## src/rtl/pwm_bank_pkg.sv

```systemverilog
package pwm_bank_pkg;

  localparam int SCALE_W = 8;

  typedef enum logic {
    DIR_UP   = 1'b0,
    DIR_DOWN = 1'b1
  } dir_e;

  typedef struct packed {
    logic               run;
    logic               phase;
    logic [SCALE_W-1:0] div;
    logic [SCALE_W-1:0] pre;
  } tbase_cfg_t;

endpackage

```

## src/rtl/pwm_bank_cfg.sv

```systemverilog
module pwm_bank_cfg
  import pwm_bank_pkg::*;
#(
  parameter int N   = 10,
  parameter int CW  = 16,
  parameter int CHW = 4
) (
  input  logic                      clk,
  input  logic                      rst,
  input  logic                      cfg_wr,
  input  logic [CHW-1:0]            cfg_chan,
  input  logic                      cfg_enable,
  input  logic                      cfg_phase,
  input  logic [SCALE_W-1:0]        cfg_div,
  input  logic [SCALE_W-1:0]        cfg_pre,
  input  logic [CW-1:0]             cfg_top,
  input  logic [CW-1:0]             cfg_cmp,
  input  logic                      cfg_inv,
  input  logic                      rel_wr,
  input  logic [CHW-1:0]            rel_chan,
  output tbase_cfg_t                tcfg_q,
  output logic [CW-1:0]             top_q,
  output logic [N-1:0][CW-1:0]      cmp_q,
  output logic [N-1:0]              inv_q,
  output logic [N-1:0]              act_q,
  output logic                      wr_ok
);

  logic          locked;
  logic [CW-1:0] top_eff;
  logic          chan_ok;
  logic          rel_ok;

  // top is frozen as soon as any channel holds a claim
  assign locked  = |act_q;
  assign top_eff = locked ? top_q : cfg_top;
  assign chan_ok = int'(cfg_chan) < N;
  assign rel_ok  = rel_wr && (int'(rel_chan) < N);
  assign wr_ok   = cfg_wr && chan_ok && (cfg_cmp <= top_eff);

  always_ff @(posedge clk) begin
    if (rst) begin
      tcfg_q <= '0;
      top_q  <= '0;
    end else if (wr_ok) begin
      tcfg_q <= '{run: cfg_enable, phase: cfg_phase, div: cfg_div, pre: cfg_pre};
      top_q  <= top_eff;
    end
  end

  for (genvar i = 0; i < N; i++) begin : g_slot
    logic          hit_w;
    logic          hit_r;
    logic [CW-1:0] cmp_r;
    logic          inv_r;
    logic          act_r;

    assign hit_w = wr_ok && (cfg_chan == CHW'(i));
    assign hit_r = rel_ok && (rel_chan == CHW'(i));

    always_ff @(posedge clk) begin
      if (rst) begin
        cmp_r <= '0;
        inv_r <= 1'b0;
        act_r <= 1'b0;
      end else if (hit_w) begin
        cmp_r <= cfg_cmp;
        inv_r <= cfg_inv;
        act_r <= 1'b1;
      end else if (hit_r) begin
        act_r <= 1'b0;
      end
    end

    assign cmp_q[i] = cmp_r;
    assign inv_q[i] = inv_r;
    assign act_q[i] = act_r;
  end

endmodule

```

## src/rtl/pwm_bank_timebase.sv

```systemverilog
module pwm_bank_timebase
  import pwm_bank_pkg::*;
#(
  parameter int CW = 16
) (
  input  logic          clk,
  input  logic          rst,
  input  logic          restart,
  input  tbase_cfg_t    tcfg,
  input  logic [CW-1:0] top,
  output logic [CW-1:0] cnt_q
);

  logic [SCALE_W-1:0] dcnt_q;
  logic [SCALE_W-1:0] pcnt_q;
  dir_e               dir_q;
  logic               div_end;
  logic               pre_end;
  logic [CW-1:0]      cnt_nxt;
  dir_e               dir_nxt;

  assign div_end = (dcnt_q == tcfg.div);
  assign pre_end = (pcnt_q == tcfg.pre);

  // next counter value for one step, per counting shape
  always_comb begin
    cnt_nxt = cnt_q;
    dir_nxt = dir_q;
    if (!tcfg.phase) begin
      cnt_nxt = (cnt_q >= top) ? '0 : cnt_q + 1'b1;
    end else if (dir_q == DIR_UP) begin
      if (cnt_q >= top) begin
        if (top != '0) begin
          cnt_nxt = cnt_q - 1'b1;
          dir_nxt = DIR_DOWN;
        end
      end else begin
        cnt_nxt = cnt_q + 1'b1;
      end
    end else begin
      if (cnt_q == '0) begin
        cnt_nxt = (top != '0) ? CW'(1) : '0;
        dir_nxt = DIR_UP;
      end else begin
        cnt_nxt = cnt_q - 1'b1;
      end
    end
  end

  always_ff @(posedge clk) begin
    if (rst || restart) begin
      dcnt_q <= '0;
      pcnt_q <= '0;
      cnt_q  <= '0;
      dir_q  <= DIR_UP;
    end else if (tcfg.run) begin
      if (div_end) begin
        dcnt_q <= '0;
        if (pre_end) begin
          pcnt_q <= '0;
          cnt_q  <= cnt_nxt;
          dir_q  <= dir_nxt;
        end else begin
          pcnt_q <= pcnt_q + 1'b1;
        end
      end else begin
        dcnt_q <= dcnt_q + 1'b1;
      end
    end
  end

endmodule

```

## src/rtl/pwm_bank_chan.sv

```systemverilog
module pwm_bank_chan #(
  parameter int CW = 16
) (
  input  logic          clk,
  input  logic          rst,
  input  logic [CW-1:0] cnt,
  input  logic [CW-1:0] top,
  input  logic [CW-1:0] cmp,
  input  logic          inv,
  input  logic          act,
  output logic          pwm_q
);

  logic level;

  // set at zero / clear at match, with the pair exchanged on the down slope,
  // reduces to "below compare"; compare == top never clears
  assign level = (cmp == top) || (cnt < cmp);

  always_ff @(posedge clk) begin
    if (rst) pwm_q <= 1'b0;
    else     pwm_q <= act && (level ^ inv);
  end

endmodule

```

## src/rtl/pwm_bank.sv

```systemverilog
module pwm_bank
  import pwm_bank_pkg::*;
#(
  parameter int N   = 10,
  parameter int CW  = 16,
  localparam int CHW = (N > 1) ? $clog2(N) : 1
) (
  input  logic               clk,
  input  logic               rst,
  input  logic               cfg_wr,
  input  logic [CHW-1:0]     cfg_chan,
  input  logic               cfg_enable,
  input  logic               cfg_phase,
  input  logic [SCALE_W-1:0] cfg_div,
  input  logic [SCALE_W-1:0] cfg_pre,
  input  logic [CW-1:0]      cfg_top,
  input  logic [CW-1:0]      cfg_cmp,
  input  logic               cfg_inv,
  input  logic               rel_wr,
  input  logic [CHW-1:0]     rel_chan,
  output logic [N-1:0]       pwm_o,
  output logic [CW-1:0]      count_o
);

  tbase_cfg_t          tcfg_q;
  logic [CW-1:0]       top_cur;
  logic [N-1:0][CW-1:0] cmp_q;
  logic [N-1:0]        inv_q;
  logic [N-1:0]        act_q;
  logic                wr_ok;
  logic                run_q;
  logic                phase_q;

  assign run_q   = tcfg_q.run;
  assign phase_q = tcfg_q.phase;

  pwm_bank_cfg #(.N(N), .CW(CW), .CHW(CHW)) i_cfg (
    .clk       (clk),
    .rst       (rst),
    .cfg_wr    (cfg_wr),
    .cfg_chan  (cfg_chan),
    .cfg_enable(cfg_enable),
    .cfg_phase (cfg_phase),
    .cfg_div   (cfg_div),
    .cfg_pre   (cfg_pre),
    .cfg_top   (cfg_top),
    .cfg_cmp   (cfg_cmp),
    .cfg_inv   (cfg_inv),
    .rel_wr    (rel_wr),
    .rel_chan  (rel_chan),
    .tcfg_q    (tcfg_q),
    .top_q     (top_cur),
    .cmp_q     (cmp_q),
    .inv_q     (inv_q),
    .act_q     (act_q),
    .wr_ok     (wr_ok)
  );

  pwm_bank_timebase #(.CW(CW)) i_tbase (
    .clk    (clk),
    .rst    (rst),
    .restart(wr_ok),
    .tcfg   (tcfg_q),
    .top    (top_cur),
    .cnt_q  (count_o)
  );

  for (genvar i = 0; i < N; i++) begin : g_ch
    pwm_bank_chan #(.CW(CW)) i_chan (
      .clk  (clk),
      .rst  (rst),
      .cnt  (count_o),
      .top  (top_cur),
      .cmp  (cmp_q[i]),
      .inv  (inv_q[i]),
      .act  (act_q[i]),
      .pwm_q(pwm_o[i])
    );
  end

endmodule

```

## config.mk

```make
export PLATFORM = sky130hd
export DESIGN_NAME = pwm_bank
export DESIGN_NICKNAME = d
export VERILOG_FILES = /design/src/rtl/pwm_bank_pkg.sv /design/src/rtl/pwm_bank_cfg.sv /design/src/rtl/pwm_bank_timebase.sv /design/src/rtl/pwm_bank_chan.sv /design/src/rtl/pwm_bank.sv
export SDC_FILE = /design/constraint.sdc
export NUM_CORES = 1
export LEC_CHECK = 0
export ABC_AREA = 1
export BUFFER_PORTS_ARGS = -buffer_cell sky130_fd_sc_hd__buf_2
export CORE_UTILIZATION = 50
export DETAILED_ROUTE_END_ITERATION = 7
export GPL_TIMING_DRIVEN = 0
export PLACE_DENSITY = 0.67
export SYNTH_ARGS = -nofsm -noshare
export SYNTH_HDL_FRONTEND = slang
export SYNTH_SLANG_ARGS = --single-unit
```

## constraint.sdc

```tcl
create_clock -name clk -period 5.9 [get_ports clk]
set_input_delay 0.59 -clock clk [delete_from_list [all_inputs] [get_ports clk]]
set_output_delay 0.59 -clock clk [all_outputs]
set_load 0.05 [all_outputs]
```

== Word level (Yosys, flattened, before mapping) ==
Index checks and enable logic that the tools add are counted.

* Register bits after elaboration: 257
* Input port bits: 63
* Output and inout bits: 26
* Word-level logic and storage cells: 204

* Add/subtract/negate cells: 4
* Order comparisons: 14
* Eq/ne operators: 31
* Multiplexer cells: 34
* Bitwise gates (word level): 10
* Reductions and logical operators: 62

{| class="wikitable"
|+ Operators by type and width
! operator !! number
|-
| $eq A16 B16 Y1 || 10
|-
| $lt A16 B16 Y1 || 10
|-
| $mux W16 || 7
|-
| $logic_and A1 B1 Y1 || 33
|-
| $eq A4 B3 Y1 const B || 8
|-
| $mux W1 || 25
|-
| $reduce_bool A2 Y1 || 10
|-
| $add A16 B1 Y16 const B || 1
|-
| $add A8 B1 Y8 const B || 2
|-
| $eq A4 B2 Y1 const B || 4
|-
| $eq A4 B4 Y1 const B || 4
|-
| $eq A8 B8 Y1 || 2
|-
| $ge A16 B16 Y1 || 1
|-
| $le A16 B16 Y1 || 1
|-
| $logic_not A16 Y1 || 1
|-
| $mux W8 || 2
|-
| $reduce_bool A16 Y1 || 1
|-
| $sub A16 B1 Y16 const B || 1
|-
| $logic_or A1 B1 Y1 || 11
|-
| $reduce_or A10 Y1 || 1
|-
| $xor A1 B1 Y1 || 10
|-
| $eq A4 B1 Y1 const B || 2
|-
| $logic_not A4 Y1 || 2
|-
| $lt A4 B4 Y1 const B || 2
|-
| 3 further kinds || 4
|}

== Longest topological paths before layout ==
* Word-level depth: 6
* Depth in mapped cells: 24
* Mapped depth without buffers: 21

== Hierarchy ==
From an unflattened synthesis, not the netlist that was laid out.

* Cell total of the unflattened synthesis: 3213
* Area total of the unflattened synthesis: 20546.0 um^2

{| class="wikitable"
|+ Modules (own cells, without submodules)
! module !! instances !! cells an instance !! area each (um^2) !! seq. area each (um^2)
|-
| pwm_bank_cfg || 1 || 1671 || 10827.9 || 4284.1
|-
| pwm_bank_chan at g_ch[0].i_chan ... || 9 || 103 || 656.9 || 20.0
|-
| pwm_bank_timebase || 1 || 514 || 3153.0 || 660.6
|-
| pwm_bank_chan at g_ch[3].i_chan || 1 || 101 || 653.1 || 20.0
|}

== Worst setup path after synthesis ==
No wires, ideal clock.

* Path type: reg-to-reg
* From: register i_cfg.g_slot[9].act_r
* To: register i_cfg.g_slot[5].cmp_r[10]
* Library setup time: 113 ps
* Arrival: 2503 ps
* Data required time: 5787 ps
* Path slack: 3284 ps
* Cell stages (with the launch flop): 21
* Buffers on the path: 3
* Period minus slack after synthesis: 2616 ps
* Cells stage by stage: dfxtp_1 inv_1 nand4_1 nor2_1 nand3_1 clkbuf_1 o21ai_0 inv_1 ha_1 a21oi_1 nor2_1 nor2_1 nand2_1 nand2_1 nand2_2 nand2_4 buf_6 nand3_4 buf_2 nor2_1 nor2_1

* Word-level cells in the longest chain between the ends: 5

{| class="wikitable"
|+ RTL lines
! element !! line !! source
|-
| from (decl) || pwm_bank_cfg.sv:56 || <nowiki>logic act_r;</nowiki>
|-
| from (signal assigned) || pwm_bank_cfg.sv:65 || <nowiki>act_r <= 1'b0;</nowiki>
|-
| from (signal assigned) || pwm_bank_cfg.sv:69 || <nowiki>act_r <= 1'b1;</nowiki>
|-
| from (signal assigned) || pwm_bank_cfg.sv:71 || <nowiki>act_r <= 1'b0;</nowiki>
|-
| $reduce_or A10 Y1 || pwm_bank_cfg.sv:35 || <nowiki>assign locked = |act_q;</nowiki>
|-
| $mux W16 || pwm_bank_cfg.sv:36 || <nowiki>assign top_eff = locked ? top_q : cfg_top;</nowiki>
|-
| $le A16 B16 Y1 || pwm_bank_cfg.sv:39 || <nowiki>assign wr_ok = cfg_wr && chan_ok && (cfg_cmp <= top_eff);</nowiki>
|-
| $logic_and A1 B1 Y1 || pwm_bank_cfg.sv:39 ||
|-
| $logic_and A1 B1 Y1 || pwm_bank_cfg.sv:58 || <nowiki>assign hit_w = wr_ok && (cfg_chan == CHW'(i));</nowiki>
|-
| to (signal assigned) || pwm_bank_cfg.sv:67 || <nowiki>cmp_r <= cfg_cmp;</nowiki>
|-
| to (decl) || pwm_bank_cfg.sv:54 || <nowiki>logic [CW-1:0] cmp_r;</nowiki>
|}

No other way between the ends.
A chain may end at the register's enable or synchronous reset.

== Final worst setup path ==
* From: register i_cfg.g_slot[9].act_r
* To: register i_cfg.g_slot[6].cmp_r[1]

* Word-level cells in the longest chain between the ends: 5

{| class="wikitable"
|+ RTL lines
! element !! line
|-
| $reduce_or A10 Y1 || pwm_bank_cfg.sv:35
|-
| $mux W16 || pwm_bank_cfg.sv:36
|-
| $le A16 B16 Y1 || pwm_bank_cfg.sv:39
|-
| $logic_and A1 B1 Y1 || pwm_bank_cfg.sv:39
|-
| $logic_and A1 B1 Y1 || pwm_bank_cfg.sv:58
|-
| to (signal assigned) || pwm_bank_cfg.sv:67
|-
| to (decl) || pwm_bank_cfg.sv:54
|}

No other way between the ends.

==> results summary <==
The worst path required time is around 6.4 ns. The cell count after synthesis came out at approximately 2.8k. TritonCTS built the clock tree. The worst min-delay path startpoint is cfg_cmp[0]. The buffers inserted during post-CTS setup optimization came out at 0. In this design, the critical path's most frequently occurring cell is sky130_fd_sc_hd__nor2_1. At the end of routability-driven placement, the weighted congestion stood at ~0.95.

Summed over all instances, the cell type with the most area after synthesis is sky130_fd_sc_hd__dfxtp_1. The post-synthesis sequential area ratio came out at between 20% and 30%. Row generation in the floorplan step produced 69 rows. The cell family contributing the most delay on the critical path is simple AND/OR/NAND/NOR gates. The clock drives 257 sinks. Hold is met by approximately 0.27 ns. The worst setup path is captured at a flop. The clock group share of total power came out at between 30 and 40%.

The top-area cell type share of the netlist area is 28.42%. The dominant synthesized flop cell is sky130_fd_sc_hd__dfxtp_1. The analysis attributes to net switching a power of 1.795 mW.

The iteration-0 DRC count of the detailed router came out at roughly 1.5k. The standard cell core area came out at 35570 um2. Walking the worst path, the cells encountered are inv_1 > nand4_1 > nor2_1 > nand3_1 > clkbuf_1 > o21ai_0 > inv_1 > ha_1 > a21oi_1 > nor2_1 > nor2_1 > nand2_1 > nand2_1 > nand2_2 > nand2_4 > buf_6 > nand3_4 > buf_2 > nor2_1 > nor2_1. The first-pass iteration count of the detailed router came out at 5.

Setup repair after global routing left no endpoint under its margin. The number of flip-flops and latches in the synthesized netlist is around 260. For this design the static power due to leakage is approximately 11 nW. The startpoint of the worst setup timing path is i_cfg.g_slot[9].act_r. The pin count of the biggest net entering global routing is 19. The number of different library cells in the post-synthesis netlist is 36.

The largest incremental delay on the critical path came out at 0.33 ns. The data arrival time at the worst-slack endpoint came out at 4.10 ns. Max-cap violations in this run came to 0. The floorplan die width is 192.3 um.

Of all nets on the critical path, the largest fanout is 10. After legalization and detailed placement, the total HPWL measured about 44 mm. The wire length reported by the detailed router came out at ~61 mm. In this run the vertical extent of the chip is ~190 um. Counting the buffers created by CTS gives 31.

The relative contribution of combinational cells to total power came out at around a quarter. The number of remaining DRC errors came out at 0. The total global-route track usage is 33.07%. The leading cell type by number of instances after synthesis is sky130_fd_sc_hd__nand2_1. The first global-routing pass estimated approximately 90 mm of wire. 0 antenna diodes ended up in the layout. The class of the tightest hold or removal check is in -> reg. The minimum clock period after layout came out at between 3 and 4 ns. The worst path uses 61.70% of the clock period. The clock input transition at the sequential cells of the worst setup and hold paths is around 0.070 ns.

Once placement finished, the instance area stood at 19110 um2. The final setup violation count came out at 0. The setup slack after layout came out at 2.259 ns.

The peak supply drop is 0.2436 mV. The number of enable-type register cells in the synthesized netlist is 0. Cells with a size suffix above 1 make up just over 8% of the layout. The via count of the first global-routing pass is between 15k and 20k.

The via count normalized by instance count is 5.364. The tree is rooted in a sky130_fd_sc_hd__clkbuf_16. Gates resized during post-CTS repair numbered 0. Based on the critical path, the design can be clocked at up to 274.7 MHz. The setup clock skew after layout came out at 0.01189 ns. The routed layout has about 18k vias.

The worst register-to-register path begins at i_cfg.g_slot[9].act_r. The worst relative slew slack came out at approximately 13%. The growth of design area from synthesis to finish came out at 11.82%. The switching power share of the total came out at between 30% and 40%.

The part of the power in registers is around 35%. In the final design database the tool counted around 3.1k nets. The count of buffers added on input and output ports is 86. The total standard cell area after synthesis came out at about 18000 um2.

The post-synthesis async set-or-reset flop share came out at 0%. The number of hold-repair buffers added at the cts stage came out at 0. The starting utilization of the core area is about half. The setup path with the least slack is of type reg -> reg. After synthesis, the most frequently instantiated cells are 746 x sky130_fd_sc_hd__nand2_1, 534 x sky130_fd_sc_hd__nor2_1, 276 x sky130_fd_sc_hd__inv_1, 257 x sky130_fd_sc_hd__dfxtp_1, 186 x sky130_fd_sc_hd__ha_1.

The count of nets left with antenna violations once routing finished came out at 0. The number of max-slew violations in the final report was 0. The number of H-tree levels came out at 1.

The total overflow reported by the global router came out at 0. In this run the power density over the cells is approximately 270 nW/um2. The number of antenna violations at the first check in global routing is 0.

Summed over all failing endpoints, the final setup total negative slack is 0 ns. The internal power came out at ~3.6 mW. The floorplan step defined a die boundary enclosing around 37000 um2.

The longest clock path from root to sink contains 3 buffers. The total number of yosys warnings came out at 0. The net count after synthesis is about 3.0k. The buffers plus inverters on the worst setup path came out at 5. With fillers left out, the area of the finished cells amounts to between 20000 and 25000 um2. The clock latency reported for the late side of the worst-skew pair came out at ~0.57 ns.

At the placement stage, the worst setup path has a slack of 2.311 ns. The slowest stage of the critical path belongs to the cell sky130_fd_sc_hd__clkbuf_1. The measured slew at the worst slew-check pin came out at 1.305 ns. By area the synthesized netlist is led by sky130_fd_sc_hd__dfxtp_1 28%, sky130_fd_sc_hd__nand2_1 15%, sky130_fd_sc_hd__ha_1 13%, sky130_fd_sc_hd__nor2_1 11%, sky130_fd_sc_hd__inv_1 5.7%. In the final routed layout, each cell accounts on average for ~18 um.

A synthesized cell averages 6.512 um2. The final-report hold violation count is 0. The type of element launching the critical path is a flop. The run finished with clean final reports. During I/O placement, the number of pins put on the boundary was 89.
## worst min-delay path: cells and delay by family
family	cells	cell delay [ns]
simple gates	2	0.12
buf+inv	1	0.09
## stage by stage
| step | instances | utilization, % | power [mW] |
|---|---|---|---|
| 3_3_place_gp | 3327 | 53.73 | 3.227 |
| 6_report | 3384 | 56.91 | 5.366 |
| 3_5_place_dp | 3327 | 53.73 | 3.252 |
| 4_1_cts | 3384 | 56.91 | 5.360 |
| 5_1_grt | 3384 | 56.91 | 5.616 |
| 2_1_floorplan | 2780 | - | 2.826 |
## layout make-up
class	count	area (um2)
plain buffers	127	649.4
clock buffers	46	952.2
repair buffers	86	430.4
inverters	285	1070
well taps	461	576.8
fillers	3518	15330
multi-input cells	2111	11240
clock inverters	11	180.2
flip-flops and latches	257	5145
## sequential cells by signal, indices dropped and copies added (netlist names)
signal / count
i_cfg.top_q: 16
i_cfg.g_slot.act_r: 10
g_ch.i_chan.pwm_q: 10
i_tbase.pcnt_q: 8
i_cfg.g_slot.cmp_r: 160
i_tbase.dir_q: 1
i_tbase.cnt_q: 16
i_tbase.dcnt_q: 8
i_cfg.tcfg_q: 18
i_cfg.g_slot.inv_r: 10
## worst paths after layout
| check | endpoint | cells after the start | slack [ns] |
|---|---|---|---|
| hold reg to reg | i_cfg.tcfg_q[12] | 2 | 0.47 |
| setup / recovery | i_cfg.g_slot[6].cmp_r[1] | 20 | 2.26 |
| hold / removal | i_cfg.g_slot[7].cmp_r[0] | 3 | 0.27 |
| setup reg to reg | i_cfg.g_slot[6].cmp_r[1] | 20 | 2.26 |
## cells in the final DEF, fill, tap and decap left out, drive strengths merged
cell type / n
o21ai: 67
a22oi: 1
a21oi: 154
clkinv: 9
nor4: 11
nand3b: 9
a21o: 1
nor2: 541
bufinv: 5
nand4: 41
o21bai: 1
nand2: 750
xor2: 67
ha: 186
dfxtp: 257
nand3: 141
a21boi: 1
and2: 1
buf: 177
o22ai: 4
clkbuf: 82
xnor2: 100
nor3: 24
o21a: 11
inv: 282
## power by group through the flow
stage,Sequential (mW),Clock [mW],Combinational (mW)
floorplan,1.87,0,0.952
global placement,1.89,0,1.34
detailed placement,1.89,0,1.36
CTS,1.85,2.14,1.37
global route,1.86,2.22,1.54
finish,1.86,2.12,1.39
## cells by family (layout without fill, tap and decap cells)
logic type	count (synthesis)	after routing	share of synthesized area [%]
AND/OR/NAND/NOR	1518	1518	34.21
buffers and inverters	412	555	9.497
flip-flops	257	257	28.42
AO/OA/AOI/OAI	240	240	6.933
adder cells (fa/ha/maj)	186	186	12.86
XOR/XNOR	167	167	8.080
## routing by layer
metal | global-route usage, % | share of wire [%] | vias to the layer above
li1 | - | - | 8979
met1 | 43.59 | 43 | 8335
met2 | 54.55 | 45 | 692
met3 | 3.692 | 8.4 | 146
met4 | 14.05 | 4.2 | 0
met5 | 0 | 0 | -
(Power assumes the default switching activity.)
